==> src/rtl/rtc_serial_master.sv <==
module rtc_serial_master #(
  parameter int HALF_CYC = 500,
  parameter int ADDR_W   = 3,
  parameter int DATA_W   = 32
) (
  input  logic              clk,
  input  logic              rst_n,
  input  logic              req_valid,
  input  logic              req_write,
  input  logic [ADDR_W-1:0] req_addr,
  input  logic [DATA_W-1:0] req_data,
  input  logic              link_ready,
  output logic              busy,
  output logic              done,
  output logic              rej_err,
  output logic [DATA_W-1:0] rd_data,
  output logic              sen,
  output logic              sclk,
  output logic              sdi,
  input  logic              sdo
);
  localparam int FRAME_W = DATA_W + ADDR_W;
  localparam int CNT_W   = $clog2(HALF_CYC + 1);
  localparam int BIT_W   = $clog2(FRAME_W + 1);

  typedef enum logic [2:0] {S_IDLE, S_WAIT, S_SHIFT, S_MODE, S_READ, S_FIN} st_t;

  st_t               st;
  logic              wr, ph, sen_q, rej_q;
  logic [FRAME_W-1:0] sreg;
  logic [BIT_W-1:0]  nbits;
  logic [CNT_W-1:0]  cnt;
  logic [DATA_W-1:0] rdata;

  wire active    = (st == S_SHIFT) || (st == S_MODE) || (st == S_READ);
  wire half_end  = (cnt == CNT_W'(HALF_CYC - 1));
  wire pulse_end = active && ph && half_end;
  wire last_bit  = (nbits == BIT_W'(1));

  always_ff @(posedge clk or negedge rst_n) begin
    if (!rst_n) begin
      st    <= S_IDLE;
      wr    <= 1'b0;
      ph    <= 1'b0;
      cnt   <= '0;
      sen_q <= 1'b0;
      rej_q <= 1'b0;
      sreg  <= '0;
      nbits <= '0;
      rdata <= '0;
    end else begin
      rej_q <= req_valid && (st != S_IDLE);
      if (active) begin
        if (half_end) begin
          cnt <= '0;
          ph  <= ~ph;
        end else begin
          cnt <= cnt + CNT_W'(1);
        end
      end
      case (st)
        S_IDLE: if (req_valid) begin
          wr    <= req_write;
          sreg  <= req_write ? {req_data, req_addr} : {req_addr, {DATA_W{1'b0}}};
          nbits <= req_write ? BIT_W'(FRAME_W) : BIT_W'(ADDR_W);
          cnt   <= '0;
          ph    <= 1'b0;
          st    <= S_WAIT;
        end
        S_WAIT: if (link_ready) begin
          sen_q <= 1'b1;
          st    <= S_SHIFT;
        end
        S_SHIFT: if (pulse_end) begin
          sreg  <= sreg << 1;
          nbits <= nbits - BIT_W'(1);
          if (last_bit) begin
            sen_q <= 1'b0;
            st    <= S_MODE;
          end
        end
        S_MODE: if (pulse_end) begin
          if (wr) st <= S_FIN;
          else begin
            nbits <= BIT_W'(DATA_W);
            st    <= S_READ;
          end
        end
        S_READ: if (pulse_end) begin
          rdata <= {rdata[DATA_W-2:0], sdo};
          nbits <= nbits - BIT_W'(1);
          if (last_bit) st <= S_FIN;
        end
        S_FIN: st <= S_IDLE;
        default: st <= S_IDLE;
      endcase
    end
  end

  assign busy    = (st != S_IDLE);
  assign done    = (st == S_FIN);
  assign rej_err = rej_q;
  assign rd_data = rdata;
  assign sen     = sen_q;
  assign sclk    = active && ph;
  assign sdi     = (st == S_SHIFT) ? sreg[FRAME_W-1] : ((st == S_MODE) ? wr : 1'b0);


  idle_quiet_chk: assert property (@(posedge clk) disable iff (!rst_n)
    !busy |-> (!sen && !sclk && !sdi));

  sen_gate_chk: assert property (@(posedge clk) disable iff (!rst_n)
    $rose(sen) |-> $past(link_ready));

  sdi_hold_chk: assert property (@(posedge clk) disable iff (!rst_n)
    sclk |-> $stable(sdi));

  done_idle_chk: assert property (@(posedge clk) disable iff (!rst_n)
    done |=> (!busy && !done));

  reject_chk: assert property (@(posedge clk) disable iff (!rst_n)
    (busy && req_valid) |=> rej_err);
endmodule

==> config.mk <==
export PLATFORM = sky130hd
export DESIGN_NAME = rtc_serial_master
export DESIGN_NICKNAME = d
export VERILOG_FILES = /design/src/rtl/rtc_serial_master.sv
export SDC_FILE = /design/constraint.sdc
export NUM_CORES = 1
export LEC_CHECK = 0
export BUFFER_PORTS_ARGS = -buffer_cell sky130_fd_sc_hd__clkbuf_2
export CORE_ASPECT_RATIO = 1.1
export CORE_UTILIZATION = 40
export DETAILED_ROUTE_END_ITERATION = 6
export SYNTH_ARGS = -nofsm -noshare
export SYNTH_HDL_FRONTEND = slang
export SYNTH_SLANG_ARGS = --single-unit
==> constraint.sdc <==
create_clock -name clk -period 2.73 [get_ports clk]
set_input_delay 0.546 -clock clk [delete_from_list [all_inputs] [get_ports clk]]
set_output_delay 0.546 -clock clk [all_outputs]
set_load 0.01 [all_outputs]
Word-level counts from Yosys, hierarchy flattened --
Cells that the tools add are included.
Storage, ports and cells: register bits after elaboration 89, input port bits 41
Cells by class: add/sub/neg operators 2, equal/unequal tests 16, multiplexer cells 33, bitwise gates (word level) 1, reduce and logical (&&, ||, !) cells 17
Operators by type and width (count):
- $mux 35 | 3
- $pmux 35 s2 | 1
- $mux 9 | 4
- $mux 6 | 5
- $mux 3 | 7
- $pmux 6 s3 | 1
- $ne 2x2->1 const B | 8
- $pmux 3 s5 | 1
- $mux 1 | 10
- $add 9x1->9 const B | 1
- $eq 9x9->1 const B | 1
- $reduce_and 7->1 | 1
- $eq 3x2->1 const B | 2
- $eq 3x3->1 const B | 2
- $eq 6x1->1 const B | 1
- $reduce_bool 3->1 | 2
- $sub 6x1->6 const B | 1
- $reduce_and 5->1 | 1
- $reduce_and 2->1 | 2
- $reduce_and 4->1 | 1
- $reduce_bool 2->1 | 2
- $eq 3x1->1 const B | 1
- $logic_and 1x1->1 | 3
- $logic_not 3->1 | 1
- other kinds (6) | 7

Longest topological paths before layout --
Gate-level depths: netlist (run 1).
depth in word-level cells 7, mapped depth 7, mapped depth without buffers 6

Worst setup path after synthesis (run 1) --
Ideal clock, no wire load.
path type register to register, start register st[0], end register sreg[1], data arrival time 1720 ps, required time 2605 ps, path slack 885 ps, stages on the path, launching flop included 7, path buffers 3, clock period less this slack 1845 ps, path through dfrtp_1 -> buf_6 -> or3b_1 -> buf_2 -> o31ai_2 -> buf_6 -> mux2_2
On the way: word-level cells in the longest chain between the ends 7, elaborated cells on any way between the ends 13
Ends and longest elaborated chain:
- start: declaration | line 28 | st_t st;
- start signal: assignment | line 42 | st <= S_IDLE;
- start signal: assignment | line 68 | st <= S_WAIT;
- start signal: assignment | line 72 | st <= S_SHIFT;
- $eq 3x2->1 (on tied branches) | line 35, 61
- $logic_or 1x1->1 (2 in a row) | line 35 | wire active = (st == S_SHIFT) || (st == S_MODE) || (st == S_READ);
- $logic_and 1x1->1 (2 in a row) | line 37 | wire pulse_end = active && ph && half_end;
- $ne 2x2->1 (no source line)
- $reduce_and 3->1 (no source line)
- end signal: assignment | line 64 | sreg <= req_write ? {req_data, req_addr} : {req_addr, {DATA_W{1'b0}}};
- end signal: assignment | line 75 | sreg <= sreg << 1;
- end: declaration | line 30 | logic [FRAME_W-1:0] sreg;
Several ways; a longest one is shown, not always the timed one. A chain may end at the register's enable or synchronous reset.

Worst setup path after layout (run 1) --
start register st[2], end output sclk
On the way: word-level cells in the longest chain between the ends 4, elaborated cells on any way between the ends 6
Ends and longest elaborated chain:
- $eq 3x2->1 | line 35
- $logic_or 1x1->1 | line 35
- $logic_or 1x1->1 (*) | line 35
- $logic_and 1x1->1 (*) | line 105 | assign sclk = active && ph;
- end: declaration | line 18 | output logic sclk,
Mark *: on every way between the ends. The rest lies on a longest branch, timed or not.

==> results.md, run 1 <==
Run status:
- The flow ran to the end, and the final reports show no timing, DRC or antenna violations.

Logic synthesis:
- The xor-xnor portion of the synthesized cell area is 1.76%.
- The number of enable flip-flop cells after synthesis is 0.
- The sequential cell area fraction in the yosys report is 49.7%.
- The share of synthesized area spent on multiplexers is 17.5%.
- Yosys printed 0 warnings.
- The cell count after synthesis is 401.
- The count of distinct cell types in the synthesized netlist is 49.
- After Yosys synthesis, and, or, nand and nor cells account for 11.9% of the synthesized area.
- The synthesized netlist devotes 0.838% of its cell area to adder and majority cells.
- By area, the combinational part of the netlist is dominated by multiplexers.
- The per-instance average area after synthesis is 11.2 sq um.
- After synthesis the netlist holds a flip-flop and latch count of 89.
- The synthesized netlist devotes 10.5% of its cell area to compound gates.
- The number of nets produced by synthesis is 445.
- The cell area after synthesis is 0.00448 sq mm.
- The dominant synthesized flop cell is sky130_fd_sc_hd__dfrtp_1.
- The share of flip-flops with an asynchronous set or reset after synthesis is 100%.

Clock network:
- Clock tree synthesis inserted a total of 9 buffers.
- The root cell of the clock tree is sky130_fd_sc_hd__clkbuf_16.
- In this run the post-CTS setup repair buffer count came out at 0.
- In this run, post-CTS repair resized a total of 0 instances.
- The tree built by TritonCTS fans out to 89 sinks.
- The count of H-tree levels built during CTS is 3.
- The maximum root-to-sink buffer count is 2.
- TritonCTS built the clock tree.
- The number of hold buffers added after CTS was 0.
- The clock-pin transition on the worst setup and hold timing paths is 0.06 ns.
- The later pin in the worst-skew pair is clocked with a latency of 0.34 ns.

Setup path:
- The startpoint type of the worst setup path is a register.
- Traced cell by cell, the critical path runs through or3b_1, a21oi_1, clkbuf_2.
- The count of buffer and inverter cells on the critical path is 1.
- For the worst setup path, the data arrival time is 1.89 ns.
- The kind of cell adding the most delay to the critical path is flip-flops.
- The required time of the critical path is 2.18 ns.
- The largest single stage delay on the critical path is 0.62 ns.
- The worst-path maximum fanout is 14.
- The worst setup path is captured at an output pin.
- The critical setup path kind is register to output pin.
- The cell with the largest stage delay on the worst path is sky130_fd_sc_hd__dfrtp_1.

Placement:
- Counting tap cells, the placed design contains a total of 608 instances.
- The HPWL after detailed placement is 6.12 mm.
- The number of I/O port buffers is 78.
- At the end of routability-driven placement, the weighted congestion stood at 0.841.

Detailed routing:
- The detailed-router iteration count before antenna repair is 6.
- The violation count after the first detailed-route iteration is 115.
- The total via count in the routed design is 3125.
- For this run, design rule violations remaining after detail routing come to 0.
- After detailed routing, the number of vias per cell comes to 5.01.
- Dividing the detail-routed wire length by the instance count gives 14.0 um.
- The final wirelength is 8.73 mm.
- The number of nets still failing antenna checks after routing is 0.

Timing:
- The number of pins exceeding their max-slew limit in the final report is 0.
- The sum of negative setup slack is 0 ns.
- The final critical path takes up 89.3% of the cycle.
- For the final database, setup skew stands at 0.00424 ns.
- The actual transition at the worst max-transition pin is 0.623 ns.
- The highest attainable clock frequency is 410 MHz.
- For the finished layout, the period the worst path requires is 2.44 ns.
- Setup repair after global routing left no endpoint under its margin.
- The number of failing setup endpoints in the final timing report is 0.
- In this run the tightest slew margin relative to its limit is 58.2%.
- The number of hold violations in the final report was 0.

Global routing:
- The via count of the first global-routing pass was 3091.
- The number of antenna violations at the first check in global routing is 0.
- After global routing the overflow that remains totals 0.
- Global routing used 16.5% of the available tracks across all layers.
- The global-route wire length before repair is 14.9 mm.
- Entering global routing, the biggest net connects 46 pins.

Floorplanning:
- Once the floorplan was initialized, standard cells occupied 41.0% of the core.
- The number of placed I/O pins is 79.
- The core box area is 0.0109 sq mm.
- The area of the die is 0.0116 sq mm.
- The floorplan step set the die height to 113 um.
- The floorplan has 40 rows.
- The width of the die is 103 um.

Finish:
- The signed area change from the synthesized netlist to the final layout is 17.1%.
- The count of inserted antenna diode cells is 0.
- In the layout the commonest cells are sky130_fd_sc_hd__dfrtp_1 (89), sky130_fd_sc_hd__clkbuf_2 (77), sky130_fd_sc_hd__inv_1 (39), sky130_fd_sc_hd__a21oi_1 (37), sky130_fd_sc_hd__mux2i_1 (36).
- The number of nets at the end of the flow is 516.
- The final cell count without fillers is 624.
- The share of cells above drive strength 1 is 28.3%.
- Leaving out fill and tap cells, the most frequent cell in the layout is sky130_fd_sc_hd__dfrtp_1.

Pwr:
- The leakage component of the power is 2.55 nW.
- Power spread over the standard cell area amounts to 533 mW/mm^2.
- VDD sags by at most 0.000273 V.

Min path:
- The type of the tightest min-delay check is input port to asynchronous set/reset pin.

Job:
- The tool flagged a number of max-cap violations equal to 0.
==> cell families after synthesis <==
logic type	count (synthesis)
AND/OR/NAND/NOR	90
buffers and inverters	67
flip-flops	89
multiplexers	73
XOR/XNOR	9
AO/OA/AOI/OAI	70
adder cells (fa/ha/maj)	3
==> cell type report <==
class	instances	area [sq um]
well taps	147	184
clock inverters	6	50.0
fillers	1055	5670
multi-input cells	245	1910
repair buffers	88	480
clock buffers	10	239
flip-flops and latches	89	2230
inverters	39	146
==> cell usage after synthesis (4+ instances only) <==
cell type,instances,area share (%)
sky130_fd_sc_hd__a21oi_1,37,4.1
sky130_fd_sc_hd__nand2_1,10,0.84
sky130_fd_sc_hd__o2111ai_1,5,0.98
sky130_fd_sc_hd__inv_1,39,3.3
sky130_fd_sc_hd__mux2_2,21,5.3
sky130_fd_sc_hd__xor2_1,7,1.4
sky130_fd_sc_hd__nor3_1,6,0.67
sky130_fd_sc_hd__buf_6,4,1.0
sky130_fd_sc_hd__and3_1,30,4.2
sky130_fd_sc_hd__and2_1,5,0.70
sky130_fd_sc_hd__nand2b_1,4,0.56
sky130_fd_sc_hd__o31ai_1,5,0.84
sky130_fd_sc_hd__mux2i_1,36,8.0
sky130_fd_sc_hd__clkbuf_1,9,0.75
sky130_fd_sc_hd__buf_2,10,1.1
sky130_fd_sc_hd__nor2_1,16,1.3
sky130_fd_sc_hd__o21ai_0,9,1.0
sky130_fd_sc_hd__dfrtp_1,89,50
sky130_fd_sc_hd__mux2_1,14,3.5
==> per-stage QoR <==
stage | setup WS (ns) | power [mW] | hold slack, ns | cell area [sq um] | utilization [%]
floorplan | 0.885 | 1.56 | 0.250 | 4480 | -
global placement | 0.524 | 1.63 | 0.468 | 4950 | 45.4
detailed placement | 0.397 | 1.64 | 0.476 | 4950 | 45.4
CTS | 0.294 | 2.84 | 0.223 | 5240 | 48.0
global route | 0.170 | 2.93 | 0.247 | 5240 | 48.0
finish | 0.293 | 2.80 | 0.205 | 5240 | 48.0
==> power by group <==
| part | internal (mW) | switching, mW | total, mW |
|---|---|---|---|
| combinational | 0.0834 | 0.0960 | 0.179 |
| sequential | 1.37 | 0.0643 | 1.43 |
| clock | 0.653 | 0.532 | 1.18 |
| total | 2.10 | 0.692 | 2.80 |
==> final timing paths <==
check / slack (ns) / to / cells past startpoint / from
max: 0.29 / sclk / 3 / st[2]$_DFFE_PN0P_
min: 0.20 / sreg[14]$_DFFE_PN0P_ / 1 / rst_n
max reg2reg: 0.41 / sreg[24]$_DFFE_PN0P_ / 5 / st[2]$_DFFE_PN0P_
min reg2reg: 0.48 / rd_data[31]$_DFFE_PN0P_ / 1 / rd_data[31]$_DFFE_PN0P_
max in group asynchronous: 1.89 / nbits[1]$_DFFE_PN0P_ / 2 / rst_n
min in group clk: 0.43 / rd_data[0]$_DFFE_PN0P_ / 2 / sdo
==> state kept, by name (all words and copies together), names as in the netlist <==
| name | cells |
|---|---|
| nbits | 6 |
| st | 3 |
| rej_err | 1 |
| sreg | 35 |
| rd_data | 32 |
| wr | 1 |
| sen | 1 |
| cnt | 9 |
| ph | 1 |
==> worst reg2reg max path, delay by kind of cell (launching register included) <==
kind / cells / cell delay [ns]
compound gates: 2 / 0.68
buf+inv: 1 / 0.37
flops: 1 / 0.62
mux: 1 / 0.23
simple gates: 1 / 0.35
==> routing by layer <==
layer  vias to the layer above  track usage, %  wire (um)
li1                       1547               -          -
met1                      1526            21.8       4060
met2                        42            26.7       4280
met3                        10            2.96        261
met4                         0            6.20        133
met5                         -               0          0
No activity file was read; power rests on OpenSTA's default activity.
==> run 2: changes to the inputs <==
CORE_ASPECT_RATIO = default   (was 1.1)
HOLD_SLACK_MARGIN = 0.02   (was default)
MAX_ROUTING_LAYER = met4   (was default)
==> results.md, run 2 (synthesis results as in run 1) <==
Setup path:
- The required time of the critical path is 2.18 ns.
- STA classifies the critical path startpoint as a register.
- The worst-path maximum fanout is 14.
- The type of element capturing the critical path is an output pin.
- The worst path arrival time is 1.90 ns.
- The worst setup path is of the register to output pin kind.

Global routing:
- The number of antenna violations at the first check in global routing is 0.
- Global routing used 17.2% of the available tracks across all layers.
- Summed over all layers, the global routing overflow is 0.
- The via count of the first global-routing pass is 3104.
- The largest net degree at the start of global routing is 40.
- The global-route wire length before repair is 15.2 mm.

Clock network:
- The number of buffers added for setup after CTS is 0.
- The maximum root-to-sink buffer count is 2.
- At the later pin of the worst-skew pair, clock insertion delay measures 0.36 ns.
- CTS saw 89 sinks.
- TritonCTS created 9 clock buffers.
- The count of H-tree levels built during CTS is 3.
- The cell sitting at the root of the clock tree is a sky130_fd_sc_hd__clkbuf_8.
- After clock tree synthesis, the clock-pin slew on the worst setup and hold paths is 0.10 ns.
- The number of gates resized after CTS is 0.
- After clock tree synthesis, the flow added hold-fix buffers numbering 0.
- The TritonCTS clock tree is yes.

Timing:
- The number of pins exceeding their max-slew limit in the final report is 0.
- The final critical path takes up 89.7% of the cycle.
- The clock period could shrink to 2.45 ns.
- The number of hold violations in the final report was 0.
- The clock tree skew after final layout is 0.00841 ns.
- The highest attainable clock frequency is 408 MHz.
- Setup repair after global routing left no endpoint under its margin.
- The worst pin sits at a relative slew slack of 55.1%.
- The number of failing setup endpoints in the final timing report is 0.
- In the final timing run, aggregate negative setup slack is 0 ns.
- The actual transition at the worst max-transition pin is 0.669 ns.
- The final worst-path setup slack is 0.281 ns.

Detailed routing:
- The detailed-router iteration count before antenna repair is 4.
- For this run, design rule violations remaining after detail routing come to 0.
- Wires add up to 8.97 mm.
- The final routed wire length divided by cell count is 14.6 um.
- In this run, the number of DRC markers left after iteration 0 of detailed routing was 141.
- In this run the remaining antenna-violating nets after routing total 0.
- Summing over every cut layer, the via total after detailed routing is 3165.
- After detailed routing, the number of vias per cell comes to 5.14.

Floorplanning:
- The number of placed I/O pins is 79.
- The width of the die is 108 um.
- After floorplanning, the core was sized to cover 0.0109 sq mm.
- The die outline height is 108 um.
- The effective utilization at floorplan is 41.1%.
- The number of placement rows is 38.
- The die covers 0.0116 sq mm.

Finish:
- The register ranked first by flip-flop count is sreg.
- In the final layout, the share of cells above drive strength 1 is 28.2%.
- The area of all placed cells without fillers is 0.00515 sq mm.
- The count of inserted antenna diode cells is 0.
- From synthesis to final layout, the design area changed by 15.0%.
- In the layout the commonest cells are sky130_fd_sc_hd__dfrtp_1 (89), sky130_fd_sc_hd__clkbuf_2 (77), sky130_fd_sc_hd__inv_1 (39), sky130_fd_sc_hd__a21oi_1 (37), sky130_fd_sc_hd__mux2i_1 (36).
- Excluding fillers, the count of instances in the completed layout stands at 616.
- The most frequent standard cell in the layout excluding fill and tap cells is sky130_fd_sc_hd__dfrtp_1.
- The number of flip-flops in the largest register is 35.
- The number of nets at the end of the flow is 515.

Min path:
- The type of the tightest min-delay check is input port to asynchronous set/reset pin.

Pwr:
- The total power of the final layout is 2.57 mW.
- For this design the ratio of total power to cell area is 500 mW/mm^2.
- The leakage component of the power is 2.51 nW.
- The maximum ir drop on the vdd rail is 0.000193 V.

Job:
- The count of maximum capacitance violations is 0.

Placement:
- At the end of routability-driven placement, the weighted congestion stood at 0.803.
- The number of placed instances, taps included, is 600.
- The wire-length estimate of the detail-placed layout is 6.17 mm.
- Timing analysis after detailed placement gives a worst setup slack of 0.432 ns.
- The cell area after placement is 0.00494 sq mm.
- Input and output buffers added on the ports amount to 78.

Run status:
- The run finished with clean final reports.
run 2: cell types whose count changed in the layout (fill, tap and decap cells not counted), sizes merged:
cell | previous run | this run
clkinvlp | 1 | 2
inv | 41 | 42
buf | 11 | 10
bufinv | 0 | 1
clkinv | 3 | 1
clkbuf | 87 | 86
run 2: final timing paths:
path                                           end  depth (start not counted)                     from  slack [ns]
setup / recovery                              sclk                          3        st[2]$_DFFE_PN0P_        0.28
max in group asynchronous         cnt[5]$_DFF_PN0_                          2                    rst_n        1.95
hold reg to reg            rd_data[31]$_DFFE_PN0P_                          1  rd_data[31]$_DFFE_PN0P_        0.50
setup reg to reg              sreg[23]$_DFFE_PN0P_                          5        st[2]$_DFFE_PN0P_        0.41
min in group clk            rd_data[0]$_DFFE_PN0P_                          2                      sdo        0.40
hold / removal                sreg[14]$_DFFE_PN0P_                          1                    rst_n        0.12
run 2: critical path, cell delays in order, from the launching register on:
cell and delay (ns):
sky130_fd_sc_hd__dfrtp_1 0.63, sky130_fd_sc_hd__or3b_1 0.52, sky130_fd_sc_hd__a21oi_1 0.23, sky130_fd_sc_hd__clkbuf_2 0.16
run 2: layout make-up:
class / count / area (sq um)
fillers: 1059 / 5740
clock buffers: 9 / 124
multi-input cells: 245 / 1910
clock inverters: 7 / 87.6
flip-flops and latches: 89 / 2230
well taps: 140 / 175
repair buffers: 87 / 473
inverters: 39 / 146
run 2: metal layers:
metal,track usage (%),vias up,wire (um),part of all wire (%)
met2,26.7,54,4390,49
met3,3.09,7,281,3.1
met4,6.65,0,92,1.0
met1,22.4,1561,4210,47
met5,-,-,0,0
li1,-,1543,-,-
run 2: metrics by stage:
step / hold WS, ns / util, %
floorplan: 0.250 / -
global placement: 0.471 / 45.3
detailed placement: 0.480 / 45.3
finish: 0.124 / 47.3
CTS: 0.128 / 47.3
global route: 0.139 / 47.3
run 2: power breakdown:
group / switching [mW] / internal [mW] / leakage, nW
clock network: 0.519 / 0.444 / 0.101
logic: 0.0962 / 0.0834 / 1.22
registers: 0.0644 / 1.37 / 1.19
